**src/rtl/pwm_tbase_pkg.sv**
```systemverilog
package pwm_tbase_pkg;

   typedef enum logic [1:0] {
      TB_UP   = 2'd0,
      TB_DOWN = 2'd1,
      TB_UPDN = 2'd2,
      TB_HOLD = 2'd3
   } tb_mode_e;

   typedef enum logic [1:0] {
      SO_PASS = 2'd0,
      SO_ZERO = 2'd1,
      SO_OFF  = 2'd2
   } so_sel_e;

   localparam int PRE_W_MAX = 4;

endpackage

```
**src/rtl/tbase_prescaler.sv**
```systemverilog
module tbase_prescaler #(
   parameter int PRE_W  = 3,
   parameter bit DIV_EN = 1'b1
) (
   input  logic             clk,
   input  logic             rst_n,
   input  logic             gate_en,
   input  logic [PRE_W-1:0] pre_sel,
   output logic             tick
);

   localparam int MAX_EXP = (1 << PRE_W) - 1;
   localparam int DIV_W   = (MAX_EXP < 1) ? 1 : MAX_EXP;

   generate
      if (DIV_EN) begin : g_div
         logic [DIV_W-1:0] div_q;
         logic [DIV_W-1:0] mask;
         logic [DIV_W-1:0] one_w;

         assign one_w = {{(DIV_W-1){1'b0}}, 1'b1};
         // 2^p - 1 in DIV_W bits; p = DIV_W wraps to all ones
         assign mask  = (one_w << pre_sel) - one_w;
         assign tick  = gate_en && (div_q >= mask);

         always_ff @(posedge clk) begin
            if (!rst_n || !gate_en) begin
               div_q <= '0;
            end else if (tick) begin
               div_q <= '0;
            end else begin
               div_q <= div_q + one_w;
            end
         end
      end else begin : g_nodiv
         logic unused_sel;
         assign unused_sel = ^pre_sel;
         assign tick       = gate_en & ~(unused_sel & ~unused_sel);
      end
   endgenerate

endmodule

```
**src/rtl/tbase_sync.sv**
```systemverilog
module tbase_sync
   import pwm_tbase_pkg::*;
#(
   parameter bit OUT_REG = 1'b1
) (
   input  logic       clk,
   input  logic       rst_n,
   input  logic       gate_en,
   input  logic       tick,
   input  logic       sync_in,
   input  logic [1:0] sel,
   input  logic       cnt_zero,
   output logic       sync_hit,
   output logic       sync_out
);

   logic pend_q;
   logic so_next;

   // a sync between ticks is kept until the next tick consumes it
   always_ff @(posedge clk) begin
      if (!rst_n || !gate_en) begin
         pend_q <= 1'b0;
      end else if (tick) begin
         pend_q <= 1'b0;
      end else if (sync_in) begin
         pend_q <= 1'b1;
      end
   end

   assign sync_hit = tick & (pend_q | sync_in);

   always_comb begin
      case (sel)
         SO_PASS: so_next = sync_in;
         SO_ZERO: so_next = tick & cnt_zero;
         default: so_next = 1'b0;
      endcase
   end

   generate
      if (OUT_REG) begin : g_reg
         logic so_q;
         always_ff @(posedge clk) begin
            if (!rst_n) so_q <= 1'b0;
            else        so_q <= so_next;
         end
         assign sync_out = so_q;
      end else begin : g_comb
         assign sync_out = so_next;
      end
   endgenerate

endmodule

```
**src/rtl/tbase_counter.sv**
```systemverilog
module tbase_counter
   import pwm_tbase_pkg::*;
#(
   parameter int CNT_W = 16
) (
   input  logic             clk,
   input  logic             rst_n,
   input  logic             tick,
   input  logic             sync_hit,
   input  logic             phase_en,
   input  logic             phase_dir,
   input  logic [1:0]       mode,
   input  logic [CNT_W-1:0] period,
   input  logic [CNT_W-1:0] phase_val,
   output logic [CNT_W-1:0] count,
   output logic             dir_down,
   output logic             cnt_zero,
   output logic             evt_zero,
   output logic             evt_period
);

   localparam logic [CNT_W-1:0] ONE = {{(CNT_W-1){1'b0}}, 1'b1};

   logic [CNT_W-1:0] cnt_q, cnt_d;
   logic             dir_q, dir_d;
   logic             at_top;

   assign cnt_zero = (cnt_q == '0);
   assign at_top   = (cnt_q >= period);

   always_comb begin
      cnt_d = cnt_q;
      dir_d = dir_q;
      if (tick) begin
         if (sync_hit && phase_en) begin
            cnt_d = phase_val;
            case (mode)
               TB_UP:   dir_d = 1'b0;
               TB_DOWN: dir_d = 1'b1;
               TB_UPDN: dir_d = phase_dir;
               default: dir_d = dir_q;
            endcase
         end else begin
            case (mode)
               TB_UP: begin
                  dir_d = 1'b0;
                  cnt_d = at_top ? '0 : cnt_q + ONE;
               end
               TB_DOWN: begin
                  dir_d = 1'b1;
                  cnt_d = cnt_zero ? period : cnt_q - ONE;
               end
               TB_UPDN: begin
                  if (!dir_q) begin
                     if (at_top) begin
                        dir_d = 1'b1;
                        cnt_d = cnt_zero ? '0 : cnt_q - ONE;
                     end else begin
                        cnt_d = cnt_q + ONE;
                     end
                  end else begin
                     if (cnt_zero) begin
                        dir_d = 1'b0;
                        cnt_d = (period == '0) ? '0 : ONE;
                     end else begin
                        cnt_d = cnt_q - ONE;
                     end
                  end
               end
               default: begin
                  cnt_d = cnt_q;
                  dir_d = dir_q;
               end
            endcase
         end
      end
   end

   always_ff @(posedge clk) begin
      if (!rst_n) begin
         cnt_q <= '0;
         dir_q <= 1'b0;
      end else begin
         cnt_q <= cnt_d;
         dir_q <= dir_d;
      end
   end

   assign count      = cnt_q;
   assign dir_down   = dir_q;
   assign evt_zero   = tick & cnt_zero;
   assign evt_period = tick & (cnt_q == period);

endmodule

```
**src/rtl/pwm_timebase.sv**
```systemverilog
module pwm_timebase
   import pwm_tbase_pkg::*;
#(
   parameter int CNT_W        = 16,
   parameter int PRE_W        = 3,
   parameter bit DIV_EN       = 1'b1,
   parameter bit SYNC_OUT_REG = 1'b1
) (
   input  logic             clk,
   input  logic             rst_n,
   input  logic             tb_gate,
   input  logic [PRE_W-1:0] prescale,
   input  logic [1:0]       mode,
   input  logic [CNT_W-1:0] period,
   input  logic [CNT_W-1:0] phase_val,
   input  logic             phase_en,
   input  logic             phase_dir,
   input  logic [1:0]       sync_sel,
   input  logic             sync_in,
   output logic             sync_out,
   output logic [CNT_W-1:0] count,
   output logic             dir_down,
   output logic             evt_zero,
   output logic             evt_period
);

   generate
      if (CNT_W < 2) begin : g_bad_cnt
         $error("pwm_timebase: CNT_W must be at least 2");
      end
      if (PRE_W < 1 || PRE_W > PRE_W_MAX) begin : g_bad_pre
         $error("pwm_timebase: PRE_W out of range");
      end
   endgenerate

   logic tick_w;
   logic sync_hit_w;
   logic cnt_zero_w;

   tbase_prescaler #(
      .PRE_W  (PRE_W),
      .DIV_EN (DIV_EN)
   ) u_pre (
      .clk     (clk),
      .rst_n   (rst_n),
      .gate_en (tb_gate),
      .pre_sel (prescale),
      .tick    (tick_w)
   );

   tbase_sync #(
      .OUT_REG (SYNC_OUT_REG)
   ) u_sync (
      .clk      (clk),
      .rst_n    (rst_n),
      .gate_en  (tb_gate),
      .tick     (tick_w),
      .sync_in  (sync_in),
      .sel      (sync_sel),
      .cnt_zero (cnt_zero_w),
      .sync_hit (sync_hit_w),
      .sync_out (sync_out)
   );

   tbase_counter #(
      .CNT_W (CNT_W)
   ) u_cnt (
      .clk        (clk),
      .rst_n      (rst_n),
      .tick       (tick_w),
      .sync_hit   (sync_hit_w),
      .phase_en   (phase_en),
      .phase_dir  (phase_dir),
      .mode       (mode),
      .period     (period),
      .phase_val  (phase_val),
      .count      (count),
      .dir_down   (dir_down),
      .cnt_zero   (cnt_zero_w),
      .evt_zero   (evt_zero),
      .evt_period (evt_period)
   );

endmodule

```
**config.mk**
```make
export PLATFORM = sky130hd
export DESIGN_NAME = pwm_timebase
export DESIGN_NICKNAME = d
export VERILOG_FILES = /design/src/rtl/pwm_tbase_pkg.sv /design/src/rtl/tbase_prescaler.sv /design/src/rtl/tbase_sync.sv /design/src/rtl/tbase_counter.sv /design/src/rtl/pwm_timebase.sv
export SDC_FILE = /design/constraint.sdc
export NUM_CORES = 1
export LEC_CHECK = 0
export ABC_CLOCK_PERIOD_IN_PS = 6770
export BUFFER_PORTS_ARGS = -buffer_cell sky130_fd_sc_hd__buf_2
export CAP_MARGIN = 15
export CORE_UTILIZATION = 60
export DETAILED_ROUTE_END_ITERATION = 6
export PLACE_DENSITY = 0.86
export SKIP_LAST_GASP = 1
export SLEW_MARGIN = 10
export SYNTH_ARGS = -nofsm -noshare
export SYNTH_HDL_FRONTEND = slang
export SYNTH_SLANG_ARGS = --single-unit
```
**constraint.sdc**
```tcl
create_clock -name clk -period 6.77 [get_ports clk]
set_input_delay 1.6925 -clock clk [delete_from_list [all_inputs] [get_ports clk]]
set_output_delay 1.6925 -clock clk [all_outputs]
set_load 0.005 [all_outputs]
```
==> results of run 1 <==
==> through the flow <==
| step | cells | hold slack, ps |
|---|---|---|
| floorplan | 404 | 430 |
| global placement | 512 | 448 |
| detailed placement | 512 | 470 |
| CTS | 516 | 494 |
| global route | 516 | 525 |
| finish | 516 | 496 |
==> power by group through the flow <==
stage	combinational (W)	clock, W	sequential [W]
detailed placement	0.0000879	0	0.000160
CTS	0.0000884	0.000136	0.000156
floorplan	0.0000566	0	0.000159
global route	0.0000986	0.000142	0.000157
finish	0.0000905	0.000139	0.000156
global placement	0.0000850	0	0.000160
==> layer usage <==
metal | wire (um) | GRT usage | vias up
met4 | 316 | 0.163 | 0
met5 | 0 | 0 | -
met3 | 834 | 0.0483 | 38
met1 | 3830 | 0.464 | 1583
met2 | 4100 | 0.555 | 217
li1 | - | - | 1593
==> Yosys cell counts (5+ instances only) <==
library cell,instances
or3_1,5
clkbuf_1,20
o21ai_0,8
and3_1,6
a21oi_1,26
o21ai_1,11
xnor2_1,18
o221ai_1,11
nor2_1,38
nor4_1,9
nor3_1,10
a221oi_1,5
ha_1,32
dfxtp_1,26
xor2_1,12
inv_1,26
a211oi_1,5
o21a_1,5
nand2_1,33
nand4_1,10
nand3_1,21
==> layout make-up <==
| class | instances | share of cell area |
|---|---|---|
| flip-flops and latches | 26 | 0.154 |
| repair buffers | 66 | 0.0989 |
| clock buffers | 3 | 0.0122 |
| inverters | 26 | 0.0288 |
| multi-input cells | 327 | 0.673 |
| well taps | 67 | 0.0247 |
| clock inverters | 1 | 0.00886 |
==> kinds of logic (layout without fill, tap and decap cells) <==
group,count (synthesis),count (layout),synth area share
buffers and inverters,51,96,0.0676
XOR/XNOR,30,30,0.0876
adder cells (fa/ha/maj),32,32,0.133
flip-flops,26,26,0.173
AO/OA/AOI/OAI,105,105,0.253
multiplexers,1,1,0.00334
AND/OR/NAND/NOR,159,159,0.281
==> registers in the layout, summed over array words and instances, names as in the netlist <==
signal             cells
u_sync.sync_out        1
u_cnt.dir_down         1
u_cnt.count           16
u_sync.pend_q          1
u_pre.g_div.div_q      7
==> worst max path at each step <==
| stage | slack [ps] | cells past startpoint | start | endpoint |
|---|---|---|---|---|
| 4_1_cts | 830 | 12 | prescale[2] | evt_zero |
| 2_1_floorplan | 1310 | 10 | prescale[2] | evt_zero |
| 3_3_place_gp | 910 | 12 | prescale[2] | evt_zero |
| 5_1_grt | 560 | 12 | prescale[2] | evt_zero |
| 6_report | 820 | 12 | prescale[2] | evt_zero |
| 3_5_place_dp | 850 | 12 | prescale[2] | evt_zero |
==> flow_metrics.tcl, run 1 <==
set metrics [dict create \
    io_buffer_count 64 \
    regToRegSetupSlack_ps 3470 \
    coreArea_um2 4750 \
    layout_common_cells "buf_2 (64), nor2_1 (38), nand2_1 (33), ha_1 (32)" \
    grt.overflow.total 0 \
    h-tree-depth 1 \
    power_frac_clock 0.360 \
    netlist_instances 404 \
    clk_latency_ps 280 \
    reg2reg_depth 9 \
    rows 25 \
    path_class "in -> out" \
    viasPerCell 6.65 \
    die_w_um 72.7 \
    critPathMaxFanout 8 \
    drc_errors 0 \
    gp_congestion 0.947 \
    ys.flop_type "dfxtp_1" \
    dp_slack_ps 854 \
    grt_max_degree 25 \
    p_sw_w 0.000117 \
    finalMaxSlewViolations 0 \
    ir_drop_mv 0.0719 \
    yosys-top-cells-area "dfxtp_1 (17%), ha_1 (13%), xnor2_1 (5.3%), nor2_1 (4.8%), a21oi_1 (4.3%)" \
    cp_cell_sequence "buf_2 > or3_1 > ha_1 > nor3_1 > a21oi_1 > o21a_1 > ha_1 > o21ai_1 > o31ai_2 > nand2_1 > nor2_1 > buf_2" \
    crit_arrival_ps 4250 \
    yosysTopAreaCellShare 0.173 \
    relSlewSlack 0.308 \
    die_h_um 72.7 \
    hold_start "u_pre.g_div.div_q[0]" \
    drive_gt1_frac 0.189 \
    regArea_um2 520 \
    place.detailed.hpwl_um 6670 \
    multiInputGateArea_um2 2280 \
    grt_pass1_wl_um 14400 \
    p_comb_frac 0.235 \
    cts_buffers 3 \
    crit_path_end_kind "output pin" \
    drt_iter0_drc 408 \
    hold_depth 1 \
    cp.buffers_inverters 2 \
    power.total_w 0.000386 \
    cpLargestDelayFamily "simple AND/OR/NAND/NOR gates" \
    cts_sinks 26 \
    rsz0062_at_grt "no" \
    start_kind "input port" \
    wl_um 9080 \
    cts_resized 0 \
    clock_skew_ps 4.16 \
    synth_cell_types 66 \
    tritoncts "built" \
    grt_pass1_vias 3094 \
    critPathSlowestCell "or3_1" \
    fin_crit_ps 5950 \
    r2r_start "u_cnt.count[0]" \
    hold_violations 0 \
    setup-tns-final_ps 0 \
    fmax_mhz 168 \
    internal-power_w 0.000269 \
    synth_seq_area_share 0.173 \
    p_seq_frac 0.405 \
    ys_warn_count 0 \
    swShare 0.303 \
    synth_nets 481 \
    synthArstFlopShare 0 \
    pin_count 65 \
    finalCritPeriodShare 0.878 \
    cts_buffer_depth 2 \
    utilization 0.713 \
    powerDensity_nw_per_um2 114 \
    post_cts_buffers 0 \
    area_delta_synth_final_pct 13.0 \
    setup_violations 0 \
    synth_edf_count 0 \
    n_antenna_cell 0 \
    nets 527 \
    timing.rr.end "u_cnt.count[8]" \
    ant_nets 0 \
    holdPathEnd "u_pre.g_div.div_q[0]" \
    drv_cap 0 \
    yosysTopAreaCell "dfxtp_1" \
    cp.required_ps 5080 \
    ctsRootBufferMaster "clkbuf_8" \
    slowest_delay_ps 410 \
    avgSynthCellArea_um2 7.43 \
    dieArea_um2 5290 \
    vias 3431 \
    timing.final.ws_setup_ps 825 \
    grtUsageTotal 0.348 \
    start_util 0.631 \
    max_slew.worst_pin.slew_ps 1030 \
    detail_route.wl_per_cell_um 17.6 \
    synth_seq_cells 26 \
    drt-pass1-iter-count 6 \
    layout_commonest_cell "buf_2" \
    clk_pin_slew_ps 110 \
    total_leakage_power_nw 1.55 \
    stdcell_area_um2 3390 \
    fillCellCount 412 \
    antenna_found_initial 0 \
    post_dp_cell_area_um2 3320 \
    post_synth_instance_area_um2 3000 \
    cts_hold_buf 0 \
    status "completed" \
    min_path_type "reg -> reg" \
]
Note: power is estimated with default switching activity, not from simulation.
==> run 2, diff against run 1 <==
--- a/config.mk
+++ b/config.mk
@@ -5,12 +5,13 @@
 export SDC_FILE = /design/constraint.sdc
 export NUM_CORES = 1
 export LEC_CHECK = 0
+export ABC_AREA = 1
 export ABC_CLOCK_PERIOD_IN_PS = 6770
-export BUFFER_PORTS_ARGS = -buffer_cell sky130_fd_sc_hd__buf_2
+export BUFFER_PORTS_ARGS = -buffer_cell sky130_fd_sc_hd__buf_4
 export CAP_MARGIN = 15
 export CORE_UTILIZATION = 60
 export DETAILED_ROUTE_END_ITERATION = 6
-export PLACE_DENSITY = 0.86
+export PLACE_DENSITY = 0.95
 export SKIP_LAST_GASP = 1
 export SLEW_MARGIN = 10
 export SYNTH_ARGS = -nofsm -noshare
==> run 2 against run 1 <==
Against the previous run:
- non-clock buffer count shrank 2
- highest routed layer unchanged
- final cell count grew 28%
- sequential power is essentially flat
- critical path depth grew 1
- worst hold slack lost 11 ps
- clock-buffer cell count is the same
- global-route usage grew 0.14 points
- largest cell class unchanged
- critical endpoint is now evt_period
==> flow_metrics.tcl, run 2 <==
set metrics [dict create \
    status "completed" \
    grt_pass1_vias 3498 \
    crit_arrival_ps 3770 \
    h-tree-depth 1 \
    hold_depth 1 \
    vias 3834 \
    layout_common_cells "nand2_1 (132), buf_4 (64), nor2_1 (63), inv_1 (53), nand3_1 (38)" \
    grtUsageTotal 0.349 \
    hold_violations 0 \
    synthArstFlopShare 0 \
    relSlewSlack 0.504 \
    ys.flop_type "dfxtp_1" \
    m1WireLength_um 4380 \
    yosysTopAreaCellShare 0.155 \
    cts_sinks 26 \
    setup-tns-final_ps 0 \
    drt-pass1-iter-count 6 \
    nets 670 \
    dieArea_um2 5890 \
    die_w_um 76.7 \
    synth_cell_types 43 \
    yosysTopAreaCell "dfxtp_1" \
    gp_congestion 1.01 \
    avgSynthCellArea_um2 6.21 \
    post_cts_buffers 0 \
    power.total_w 0.000393 \
    place.detailed.hpwl_um 7960 \
    pin_count 65 \
    synth_seq_cells 26 \
    cts_resized 0 \
    ys_warn_count 0 \
    setup_violations 0 \
    crit_path_end_kind "output pin" \
    antenna_found_initial 0 \
    area_delta_synth_final_pct 16.4 \
    placed_cells 658 \
    rows 26 \
    ant_nets 0 \
    dr_wl_met3_um 892 \
    fmax_mhz 183 \
    rsz0062_at_grt "no" \
    path_class "in -> out" \
    layout_commonest_cell "nand2_1" \
    total_leakage_power_nw 2.04 \
    n_antenna_cell 0 \
    min_path_type "reg -> reg" \
    wl_met2_um 4530 \
    reg2reg_depth 10 \
    largest_reg_flops 16 \
    finalMaxSlewViolations 0 \
    tritoncts "built" \
    finalCritPeriodShare 0.807 \
    fillCellCount 445 \
    cts_buffer_depth 2 \
    grt.overflow.total 0 \
    powerDensity_nw_per_um2 101 \
    synth_common_cells "nand2_1 (132), nor2_1 (63), inv_1 (53)" \
    synth_edf_count 0 \
    drt_iter0_drc 348 \
    post_synth_instance_area_um2 3350 \
    clk_pin_slew_ps 90 \
    coreArea_um2 5240 \
    top_layer "met4" \
    die_h_um 76.7 \
    cp.required_ps 5080 \
    drc_errors 0 \
    drv_cap 0 \
    yosys-top-cells-area "dfxtp_1 (16%), nand2_1 (15%), ha_1 (12%), nor2_1 (7.1%), inv_1 (5.9%)" \
    cts_buffers 3 \
    drive_gt1_frac 0.189 \
    whs_ps 485 \
    critPathMaxFanout 7 \
    clock_skew_ps 6.42 \
    synth_nets 616 \
    cts_hold_buf 0 \
    grt_max_degree 25 \
    netlist_instances 539 \
    clk_latency_ps 280 \
    io_buffer_count 64 \
    ctsRootBufferMaster "clkbuf_8" \
    synth_seq_area_share 0.155 \
    instances_no_fill 662 \
    start_util 0.640 \
    wl_um 9980 \
    viasPerCell 5.79 \
    grt_pass1_wl_um 16600 \
    start_kind "input port" \
    yosysMostFrequentCell "nand2_1" \
    detail_route.wl_per_cell_um 15.1 \
    fin_crit_ps 5460 \
    max_slew.worst_pin.slew_ps 741 \
    ir_drop_mv 0.107 \
]
==> run 2: changes by cell type after synthesis, moves of 11 or more <==
cell | before | now
o221ai_1 | 11 | 0
o21ai_0 | 8 | 28
inv_1 | 26 | 53
clkbuf_1 | 20 | 3
nor2_1 | 38 | 63
a21oi_1 | 26 | 37
xnor2_1 | 18 | 4
nand2_1 | 33 | 132
nand3_1 | 21 | 38
==> run 2: cells by family (layout without fill, tap and decap cells) <==
group                    Yosys count  in the layout  share of synthesized area
AO/OA/AOI/OAI                     94             94                      0.164
XOR/XNOR                          24             24                     0.0628
adder cells (fa/ha/maj)           32             32                      0.120
buffers and inverters             76            129                     0.0960
flip-flops                        26             26                      0.155
AND/OR/NAND/NOR                  287            287                      0.402
==> run 2: area by class of cell <==
cell class	instances	area (um2)	area share
multi-input combinational	437	2510	0.643
sequential	26	520	0.134
timing repair buffer	64	480	0.123
inverter	61	231	0.0594
tap	70	87.6	0.0225
clock buffer	3	41.3	0.0106
clock inverter	1	30.0	0.00770
==> run 2: final timing paths <==
path | start | to | slack, ps
worst max register to register | u_pre.g_div.div_q[0] | u_cnt.count[7] | 4080
worst min register to register | u_pre.g_div.div_q[0] | u_pre.g_div.div_q[0] | 490
worst max-delay path | prescale[2] | evt_period | 1310
worst min-delay path | u_pre.g_div.div_q[0] | u_pre.g_div.div_q[0] | 490
==> run 2: worst max-delay path, stage by stage <==
cell and delay [ps]:
buf_4 110, inv_1 90, nand2_1 110, ha_1 210, o21ai_0 150, o21ai_0 120
o211ai_1 120, ha_1 350, nand3_1 110, o2111ai_2 230, nand2_2 180, nor3_1 170
buf_4 140
==> run 2: routing by layer <==
layer	vias to the layer above	global-route usage
li1	1888	-
met1	1715	0.463
met2	215	0.582
met3	16	0.0500
met4	0	0.104
met5	-	0
==> run 2: through the flow <==
| stage | util | setup slack [ps] | area, um2 |
|---|---|---|---|
| finish | 0.744 | 1310 | 3900 |
| floorplan | - | 1800 | 3350 |
| detailed placement | 0.731 | 1340 | 3830 |
| global placement | 0.731 | 1490 | 3830 |
| CTS | 0.744 | 1330 | 3900 |
| global route | 0.744 | 1010 | 3900 |
==> run 2: report_power, final <==
| part | leakage (nW) | total (W) | switching (W) | internal [W] |
|---|---|---|---|---|
| Sequential | 0.210 | 0.000156 | 0.00000183 | 0.000154 |
| Clock | 0.0357 | 0.000133 | 0.0000537 | 0.0000793 |
| Combinational | 1.79 | 0.000104 | 0.0000614 | 0.0000427 |
==> run 3, diff against run 2 <==
--- a/config.mk
+++ b/config.mk
@@ -6,12 +6,12 @@
 export NUM_CORES = 1
 export LEC_CHECK = 0
 export ABC_AREA = 1
-export ABC_CLOCK_PERIOD_IN_PS = 6770
+export ABC_CLOCK_PERIOD_IN_PS = 5200
 export BUFFER_PORTS_ARGS = -buffer_cell sky130_fd_sc_hd__buf_4
 export CAP_MARGIN = 15
-export CORE_UTILIZATION = 60
+export CORE_UTILIZATION = 57
 export DETAILED_ROUTE_END_ITERATION = 6
-export PLACE_DENSITY = 0.95
+export PLACE_DENSITY = 0.91
 export SKIP_LAST_GASP = 1
 export SLEW_MARGIN = 10
 export SYNTH_ARGS = -nofsm -noshare
==> constraint.sdc (replaced) <==
create_clock -name clk -period 5.2 [get_ports clk]
set_input_delay 1.3 -clock clk [delete_from_list [all_inputs] [get_ports clk]]
set_output_delay 1.3 -clock clk [all_outputs]
set_load 0.005 [all_outputs]
==> run 3 against run 2 <==
Against the previous run:
- global-route usage down 0.31 points
- clock skew rose by 4.4 ps
- non-clock buffer count is the same
- register-to-register slack got worse by 1600 ps
- final cell count grew 0.30%
- critical path depth stayed put
- largest power group unchanged
- utilization shrank 4.4 points
- highest routed layer unchanged
- largest cell class unchanged
- via count grew 2.1%
- flip-flop and latch count unchanged
- clock power increased by 33%
- critical endpoint unchanged
- critical path type unchanged
- worst hold slack got worse by 2.4 ps
- design area hardly changed
==> flow_metrics.tcl, run 3 (synthesized netlist as in run 2, its figures left out) <==
set metrics [dict create \
    rsz0062_at_grt "no" \
    cts_buffers 3 \
    fillCellCount 518 \
    drive_gt1_frac 0.189 \
    relSlewSlack 0.499 \
    detail_route.wl_per_cell_um 15.8 \
    clk_pin_slew_ps 110 \
    crit_arrival_ps 3420 \
    crit_path_end_kind "output pin" \
    fin_crit_ps 4720 \
    antenna_found_initial 0 \
    fmax_mhz 212 \
    clk_latency_ps 290 \
    die_h_um 78.7 \
    start_kind "input port" \
    wl_um 10500 \
    viasPerCell 5.90 \
    drt_iter0_drc 329 \
    layout_commonest_cell "nand2_1" \
    start_util 0.601 \
    pin_count 65 \
    hold_violations 0 \
    n_antenna_cell 0 \
    drt-pass1-iter-count 5 \
    regArea_um2 520 \
    io_buffer_count 64 \
    status "completed" \
    post_cts_buffers 0 \
    cts_resized 0 \
    grtUsageTotal 0.346 \
    max_slew.worst_pin.slew_ps 744 \
    dieArea_um2 6190 \
    tritoncts "built" \
    clock_skew_ps 10.8 \
    vias 3916 \
    min_path_type "reg -> reg" \
    cts_buffer_depth 2 \
    h-tree-depth 1 \
    multiInputGateArea_um2 2510 \
    die_w_um 78.7 \
    gp_congestion 0.962 \
    grt.overflow.total 0 \
    grt_pass1_wl_um 16800 \
    grt_max_degree 25 \
    finalMaxSlewViolations 0 \
    grt_pass1_vias 3564 \
    whs_ps 483 \
    cts_hold_buf 0 \
    finalCritPeriodShare 0.908 \
    powerDensity_nw_per_um2 132 \
    ir_drop_mv 0.102 \
    ant_nets 0 \
    coreArea_um2 5570 \
    path_class "in -> out" \
    layout_common_cells "nand2_1 (132), buf_4 (64), nor2_1 (63), inv_1 (53), nand3_1 (38)" \
    largest_reg_flops 16 \
    rows 27 \
    critPathMaxFanout 7 \
    area_delta_synth_final_pct 16.5 \
    setup-tns-final_ps 0 \
    cts_sinks 26 \
    place.detailed.hpwl_um 8220 \
    drc_errors 0 \
    drv_cap 0 \
    regToRegSetupSlack_ps 2450 \
    nets 670 \
    setup_violations 0 \
    total_leakage_power_nw 2.04 \
    cp.required_ps 3900 \
    ctsRootBufferMaster "clkbuf_8" \
]
-- run 3: cell counts in the layout (fill, tap and decap cells not counted) --
Identical to the previous run, type by type.
-- run 3: metal layers --
layer	vias to the layer above	global-route usage	share of wire
met4	0	0.0852	0.024
met3	26	0.0477	0.082
met1	1800	0.431	0.41
met2	203	0.620	0.48
li1	1887	-	-
met5	-	0	0
-- run 3: layout make-up --
class                           instances  area share
Sequential cell                        26       0.133
Tap cell                               72      0.0231
Multi-Input combinational cell        437       0.643
Clock inverter                          1     0.00770
Inverter                               61      0.0593
Clock buffer                            3      0.0106
Timing Repair Buffer                   64       0.123
-- run 3: report_power, final --
part	switching, W	internal, W	leakage (nW)
Combinational	0.0000803	0.0000556	1.79
Sequential	0.00000250	0.000201	0.210
Clock	0.0000735	0.000103	0.0357
-- run 3: per-stage QoR --
stage / util / instances / power [W] / instance area [um2] / setup slack [ps]
3_3_place_gp: 0.687 / 660 / 0.000338 / 3830 / 702
6_report: 0.700 / 664 / 0.000516 / 3900 / 480
3_5_place_dp: 0.687 / 660 / 0.000341 / 3830 / 488
4_1_cts: 0.700 / 664 / 0.000511 / 3900 / 482
2_1_floorplan: - / 539 / 0.000288 / 3350 / 1010
5_1_grt: 0.700 / 664 / 0.000537 / 3900 / 305
-- run 3: critical path, cell delays in order --
cell       delay (ps)
buf_4             130
nor2_1            180
nand2_1           110
ha_1              230
o21ai_0           140
o21ai_0           170
o211ai_1          120
ha_1              290
a21oi_1           180
o2111ai_2         170
nand2_2           200
nor3_1             70
buf_4             130
-- run 3: worst paths after layout --
kind / start / end / depth (start not counted)
max: prescale[1] / evt_period / 13
max reg2reg: u_pre.g_div.div_q[2] / u_cnt.count[10] / 12
min reg2reg: u_pre.g_div.div_q[0] / u_pre.g_div.div_q[0] / 1
min: u_pre.g_div.div_q[0] / u_pre.g_div.div_q[0] / 1
